===== config.mk =====
export PLATFORM = sky130hd
export DESIGN_NAME = next_pc_predictor
export DESIGN_NICKNAME = d
export VERILOG_FILES = /design/src/rtl/bp_pkg.sv /design/src/rtl/bp_direction.sv /design/src/rtl/bp_ras.sv /design/src/rtl/bp_resolve.sv /design/src/rtl/next_pc_predictor.sv
export SDC_FILE = /design/constraint.sdc
export NUM_CORES = 1
export LEC_CHECK = 0
export ABC_AREA = 1
export BUFFER_PORTS_ARGS = -buffer_cell sky130_fd_sc_hd__buf_2
export CORE_MARGIN = 1.5
export CORE_UTILIZATION = 40
export DETAILED_ROUTE_END_ITERATION = 8
export GPL_ROUTABILITY_DRIVEN = 1
export SLEW_MARGIN = 0
export SYNTH_ARGS = -nofsm -noshare
export SYNTH_HDL_FRONTEND = slang
export SYNTH_SLANG_ARGS = --single-unit
export TNS_END_PERCENT = 100

===== constraint.sdc =====
create_clock -name clk -period 7.6 [get_ports clk]
set_input_delay 0.38 -clock clk [delete_from_list [all_inputs] [get_ports clk]]
set_output_delay 0.38 -clock clk [all_outputs]
set_load 0.01 [all_outputs]

===== src/rtl/bp_pkg.sv =====
package bp_pkg;

    typedef enum logic [1:0] {
        KIND_OTHER = 2'd0,
        KIND_COND  = 2'd1,
        KIND_CALL  = 2'd2,
        KIND_RET   = 2'd3
    } kind_e;

    typedef enum logic [1:0] {
        POL_NEVER    = 2'd0,
        POL_ALWAYS   = 2'd1,
        POL_BACKWARD = 2'd2,
        POL_SPARE    = 2'd3
    } policy_e;

    // Direction decision for a conditional branch under a static policy.
    function automatic logic policy_taken(policy_e pol, logic is_backward);
        case (pol)
            POL_ALWAYS:   return 1'b1;
            POL_BACKWARD: return is_backward;
            default:      return 1'b0;
        endcase
    endfunction

endpackage


===== src/rtl/bp_direction.sv =====
module bp_direction
    import bp_pkg::*;
#(
    parameter int AW = 32
) (
    input  policy_e         policy,
    input  logic [AW-1:0]   pc,
    input  logic [AW-1:0]   target,
    output logic            taken
);
    logic backward;

    // A target at or below the branch counts as a loop edge.
    assign backward = (target <= pc);
    assign taken    = policy_taken(policy, backward);

endmodule


===== src/rtl/bp_ras.sv =====
module bp_ras #(
    parameter int AW    = 32,
    parameter int DEPTH = 8,
    localparam int PW   = $clog2(DEPTH),
    localparam int CW   = $clog2(DEPTH + 1),
    localparam int KW   = PW + CW
) (
    input  logic            clk,
    input  logic            rst,
    input  logic            push,
    input  logic            pop,
    input  logic [AW-1:0]   push_addr,
    input  logic [AW-1:0]   empty_addr,
    input  logic            restore,
    input  logic [KW-1:0]   restore_ckpt,
    output logic [AW-1:0]   top_addr,
    output logic            top_valid,
    output logic [KW-1:0]   ckpt_after
);
    logic [AW-1:0] slots [DEPTH];
    logic [PW-1:0] wr_ptr, wr_ptr_n, top_ptr;
    logic [CW-1:0] fill, fill_n;
    logic          empty;

    assign empty     = (fill == '0);
    assign top_ptr   = wr_ptr - PW'(1);
    assign top_valid = !empty;
    assign top_addr  = empty ? empty_addr : slots[top_ptr];

    always_comb begin
        wr_ptr_n = wr_ptr;
        fill_n   = fill;
        if (push) begin
            wr_ptr_n = wr_ptr + PW'(1);
            if (fill != CW'(DEPTH))
                fill_n = fill + CW'(1);
        end else if (pop && !empty) begin
            wr_ptr_n = top_ptr;
            fill_n   = fill - CW'(1);
        end
    end

    assign ckpt_after = {fill_n, wr_ptr_n};

    always_ff @(posedge clk) begin
        if (rst) begin
            wr_ptr <= '0;
            fill   <= '0;
        end else if (restore) begin
            {fill, wr_ptr} <= restore_ckpt;
        end else begin
            wr_ptr <= wr_ptr_n;
            fill   <= fill_n;
        end
    end

    // Storage needs no reset: an empty stack never reads it.
    always_ff @(posedge clk) begin
        if (!rst && !restore && push)
            slots[wr_ptr] <= push_addr;
    end

endmodule


===== src/rtl/bp_resolve.sv =====
module bp_resolve #(
    parameter int AW = 32
) (
    input  logic            res_valid,
    input  logic [AW-1:0]   res_pred_pc,
    input  logic [AW-1:0]   res_actual_pc,
    output logic            wrong
);
    assign wrong = res_valid && (res_pred_pc != res_actual_pc);
endmodule


===== src/rtl/next_pc_predictor.sv =====
module next_pc_predictor
    import bp_pkg::*;
#(
    parameter int AW    = 32,
    parameter int DEPTH = 8,
    localparam int CKW  = $clog2(DEPTH) + $clog2(DEPTH + 1)
) (
    input  logic            clk,
    input  logic            rst,
    input  logic [1:0]      cfg_policy,
    input  logic            fetch_valid,
    input  logic [1:0]      fetch_kind,
    input  logic [AW-1:0]   fetch_pc,
    input  logic [AW-1:0]   fetch_target,
    input  logic [AW-1:0]   fetch_fallthru,
    output logic [AW-1:0]   pred_pc,
    output logic            pred_redirect,
    output logic            pred_from_stack,
    output logic [CKW-1:0]  pred_ckpt,
    input  logic            res_valid,
    input  logic [AW-1:0]   res_pred_pc,
    input  logic [AW-1:0]   res_actual_pc,
    input  logic [CKW-1:0]  res_ckpt,
    output logic            mispredict
);
    kind_e         kind;
    policy_e       policy;
    logic          cond_taken;
    logic          flush;
    logic          accept;
    logic          do_push, do_pop;
    logic [AW-1:0] ras_addr;
    logic          ras_valid;

    assign kind   = kind_e'(fetch_kind);
    assign policy = policy_e'(cfg_policy);

    bp_direction #(.AW(AW)) u_dir (
        .policy (policy),
        .pc     (fetch_pc),
        .target (fetch_target),
        .taken  (cond_taken)
    );

    bp_resolve #(.AW(AW)) u_res (
        .res_valid     (res_valid),
        .res_pred_pc   (res_pred_pc),
        .res_actual_pc (res_actual_pc),
        .wrong         (mispredict)
    );

    // A mispredict squashes the fetch presented in the same cycle.
    assign flush   = mispredict;
    assign accept  = fetch_valid && !flush;
    assign do_push = accept && (kind == KIND_CALL);
    assign do_pop  = accept && (kind == KIND_RET);

    bp_ras #(.AW(AW), .DEPTH(DEPTH)) u_ras (
        .clk          (clk),
        .rst          (rst),
        .push         (do_push),
        .pop          (do_pop),
        .push_addr    (fetch_fallthru),
        .empty_addr   (fetch_fallthru),
        .restore      (flush),
        .restore_ckpt (res_ckpt),
        .top_addr     (ras_addr),
        .top_valid    (ras_valid),
        .ckpt_after   (pred_ckpt)
    );

    always_comb begin
        pred_pc         = fetch_fallthru;
        pred_redirect   = 1'b0;
        pred_from_stack = 1'b0;
        case (kind)
            KIND_COND: begin
                pred_redirect = cond_taken;
                pred_pc       = cond_taken ? fetch_target : fetch_fallthru;
            end
            KIND_CALL: begin
                pred_redirect = 1'b1;
                pred_pc       = fetch_target;
            end
            KIND_RET: begin
                pred_from_stack = ras_valid;
                pred_redirect   = ras_valid;
                pred_pc         = ras_addr;
            end
            default: ;
        endcase
    end

endmodule


==> qor_table.md <==
| Group | Parameter | Value |
|---|---|---|
| run status | Outcome | complete, no violations |
| global routing | Number of global-route vias before repair | 10266 |
| clock network | Hold-fix buffers, CTS | 0 |
| detailed routing | WL/cell | 19.3 um |
| placed design | Number of cells in the design after placement | 1933 |
| global routing | Maximum number of pins on one net before global-route repair | 104 |
| finish | Number of nets in the final layout | 1734 |
| flow run | Max-cap violations | 0 |
| detailed routing | Vias per cell | 5.36 |
| sta | Total count of max-transition violations in the final report | 0 |
| clock network | CTS tree | yes |
| pwr | Final Total Pwr | 3.56 mW |
| placed design | Weighted congestion reported at the end of routability-driven placement | 0.833 |
| synth | Top_reg_cell synth | edfxtp_1 |
| finish | Fraction of layout instances using a drive strength above 1 | 0.198 |
| hold path | Class of the tightest hold or removal check | primary input to flop |
| placed design | HPWL reported at the end of detailed placement | 23400 um |
| synth | Count of flip-flops with a built-in enable after synthesis | 256 |
| clock network | Maximum level of the CTS H-tree | 1 |
| pwr | Max IR drop VDD | 0.156 mV |
| worst setup path | Critical path fanouts, max | 64 |
| sta | Achievable frequency | 218 MHz |
| synth | Count of mapped cells out of synthesis | 1333 |
| die | Core box area | 32700 um2 |
| worst setup path | Critical path type | flop to primary output |
| sta | Setup violations, final | 0 |
| sta | Final count of hold timing violations | 0 |
| synth | Post-synth top area cell | edfxtp_1 |
| placed design | Cell area after placement | 14900 um2 |
| detailed routing | First DRT Iteration DRCs | 989 |
| detailed routing | Detail Route Antenna Nets | 0 |
| synth | Number of storage elements in the synthesis netlist | 263 |
| pwr | Leakage | 6.35 nW |
| synth | Synth cell types | 36 |
| finish | Final-layout fill cell count | 3091 |
| synth | Biggest area contributors in the synthesized netlist | edfxtp_1, nand3_1, o21ai_0 |
| global routing | Total GRT Usage | 0.224 |
| clock network | Clk buf depth | 3 |
| die | Row count | 66 |
| detailed routing | Number of vias in the routed layout | 10631 |
| worst setup path | Crit path DAT | 4.22 ns |
| die | Horizontal die dimension | 186 um |
| synth | Share of flip-flops with an asynchronous set or reset after synthesis | 0 |
| detailed routing | Final routed DRC violation total | 0 |
| global routing | Initial antenna violation count | 0 |
| sta | Sum of negative setup slack | 0 ns |
| die | Die Height | 186 um |
| clock network | Clk root buf | clkbuf_16 |
| finish | Synthesis-to-layout area growth | 18.0% |
| worst setup path | Setup crit end kind | primary output |
| finish | Post-route cell area | 15800 um2 |
| sta | Minimum clock period after layout | 4.60 ns |
| sta | Pin slew with the least headroom to its limit | 1.07 ns |
| clock network | Resized Gates After CTS | 0 |
| sta | Final setup skew | 0.00860 ns |
| detailed routing | Total wire length after detailed routing | 38200 um |
| global routing | Global-route wire length before repair | 58500 um |
| detailed routing | Initial DRT Pass Iterations | 8 |
| synth | Share of the synthesized area in the top cell type | 0.575 |
| sta | Worst slew slack as a fraction of its limit | 0.287 |
| clock network | Clock insertion delay at the later pin of the skew report | 0.54 ns |
| clock network | Number of sinks on the clock net | 263 |
| synth | Synth warnings | 0 |
| worst setup path | Critical path data required time | 7.22 ns |
| sta | Tcrit/Tclk final | 0.605 |
| sta | Setup repair after global routing missed its margin | no |
| finish | Combined flip-flop and latch cell area | 7830 um2 |
| placed design | Number of port buffers | 216 |
| die | Die area | 34500 um2 |
| synth | Post-synthesis instance area | 13400 um2 |
| global routing | Overflow after GRT | 0 |
| finish | Finished Layout Cells | 1984 |
| die | Io pins | 217 |
| clock network | Postcts setup bufs | 0 |
| worst setup path | Critical Path Source Type | flop |
| synth | Synth Area per Inst | 10.0 um2 |
| finish | Multi-input gate area in the final layout | 4690 um2 |
| finish | Antenna cells | 0 |
| clock network | Clk pin slew, worst setup/hold paths | 0.06 ns |
| synth | Net count of the mapped netlist | 1546 |
| pwr | Areal power density over the cells | 225 nW/um2 |
| synth | Share of the yosys chip area belonging to registers | 0.586 |
| die | Initial Util | 0.409 |
| clock network | Cts bufs inserted | 28 |
## registers in the layout, summed over array words and instances, names as in the netlist
name	flops
u_ras.fill	4
u_ras.slots	256
u_ras.wr_ptr	3
## synthesized netlist by cell type (all sizes together), types with 9 or more instances
master and n:
buf 22, nand3 149, xnor2 26, clkbuf 58
nand4 10, a22oi 31, nor3 9, ha 38
nor2 158, nand2 161, inv 140, edfxtp 256
o21ai 171, o221ai 63, a21oi 15
## through the flow
stage	utilization	hold slack, ns	worst slack [ns]
2_1_floorplan	-	0.479	3.59
3_3_place_gp	0.454	0.648	3.67
3_5_place_dp	0.454	0.639	3.64
4_1_cts	0.483	0.115	3.07
5_1_grt	0.483	0.153	2.68
6_report	0.483	0.134	3.00
## cell usage in the layout (no fill, tap or decap), drive strengths merged
cell / netlist / final
or2: 4 / 4
nand4: 10 / 10
clkbuf: 58 / 31
a22oi: 31 / 31
ha: 38 / 38
nand2: 161 / 161
bufinv: 0 / 4
inv: 140 / 139
nor3: 9 / 9
clkinvlp: 0 / 2
buf: 22 / 238
xnor2: 26 / 26
clkinv: 2 / 17
o21ai: 171 / 171
a21oi: 15 / 15
nor2: 158 / 158
nand3: 149 / 149
o2bb2ai: 1 / 1
o221ai: 63 / 63
dfxtp: 7 / 7
nor3b: 1 / 1
a21o: 1 / 1
o22ai: 2 / 2
xor2: 5 / 5
edfxtp: 256 / 256
o21a: 2 / 2
o21bai: 1 / 1
## routing by layer
| metal | wire length [um] | track usage |
|---|---|---|
| met2 | 18500 | 0.382 |
| met4 | 614 | 0.0484 |
| met5 | 0 | 0 |
| met1 | 17100 | 0.306 |
| met3 | 2010 | 0.0278 |
## cell type report
cell class | count | area share
repair buffers | 238 | 0.0790
flip-flops and latches | 263 | 0.496
well taps | 442 | 0.0350
clock inverters | 20 | 0.0132
inverters | 142 | 0.0339
clock buffers | 31 | 0.0451
multi-input cells | 848 | 0.297
## worst max-delay path, stage by stage, from the launching register on
cell and delay, ns:
dfxtp_4 0.79, clkinv_2 0.51, ha_1 0.45, inv_1 0.21
buf_4 0.57, o21ai_0 0.21, o221ai_1 0.24, nand3_1 0.15
o21ai_1 0.13, a22oi_1 0.08, nand3_1 0.12, buf_2 0.13
## power by group
part | total (mW) | switching, mW | internal [mW] | leakage [nW]
clock | 1.35 | 0.546 | 0.809 | 0.449
combinational | 0.592 | 0.386 | 0.206 | 3.54
sequential | 1.61 | 0.0128 | 1.60 | 2.36
total | 3.56 | 0.945 | 2.61 | 6.35
## cell families after synthesis
logic type / Yosys count / synth area share
AO/OA/AOI/OAI: 287 / 0.132
XOR/XNOR: 31 / 0.0217
adder cells (fa/ha/maj): 38 / 0.0356
buffers and inverters: 222 / 0.0667
flip-flops: 263 / 0.586
AND/OR/NAND/NOR: 492 / 0.158
## path summary, 6_finish.rpt
| check | from | to | slack, ns | cells past startpoint |
|---|---|---|---|---|
| max reg2reg | u_ras.wr_ptr[0]$_SDFF_PP0_ | u_ras.wr_ptr[1]$_SDFF_PP0_ | 4.44 | 10 |
| max | u_ras.wr_ptr[0]$_SDFF_PP0_ | pred_pc[10] | 3.00 | 11 |
| min reg2reg | u_ras.fill[3]$_SDFF_PP0_ | u_ras.fill[3]$_SDFF_PP0_ | 0.65 | 4 |
| min | res_ckpt[6] | u_ras.fill[3]$_SDFF_PP0_ | 0.13 | 3 |
No activity file was read; power rests on OpenSTA's default activity.
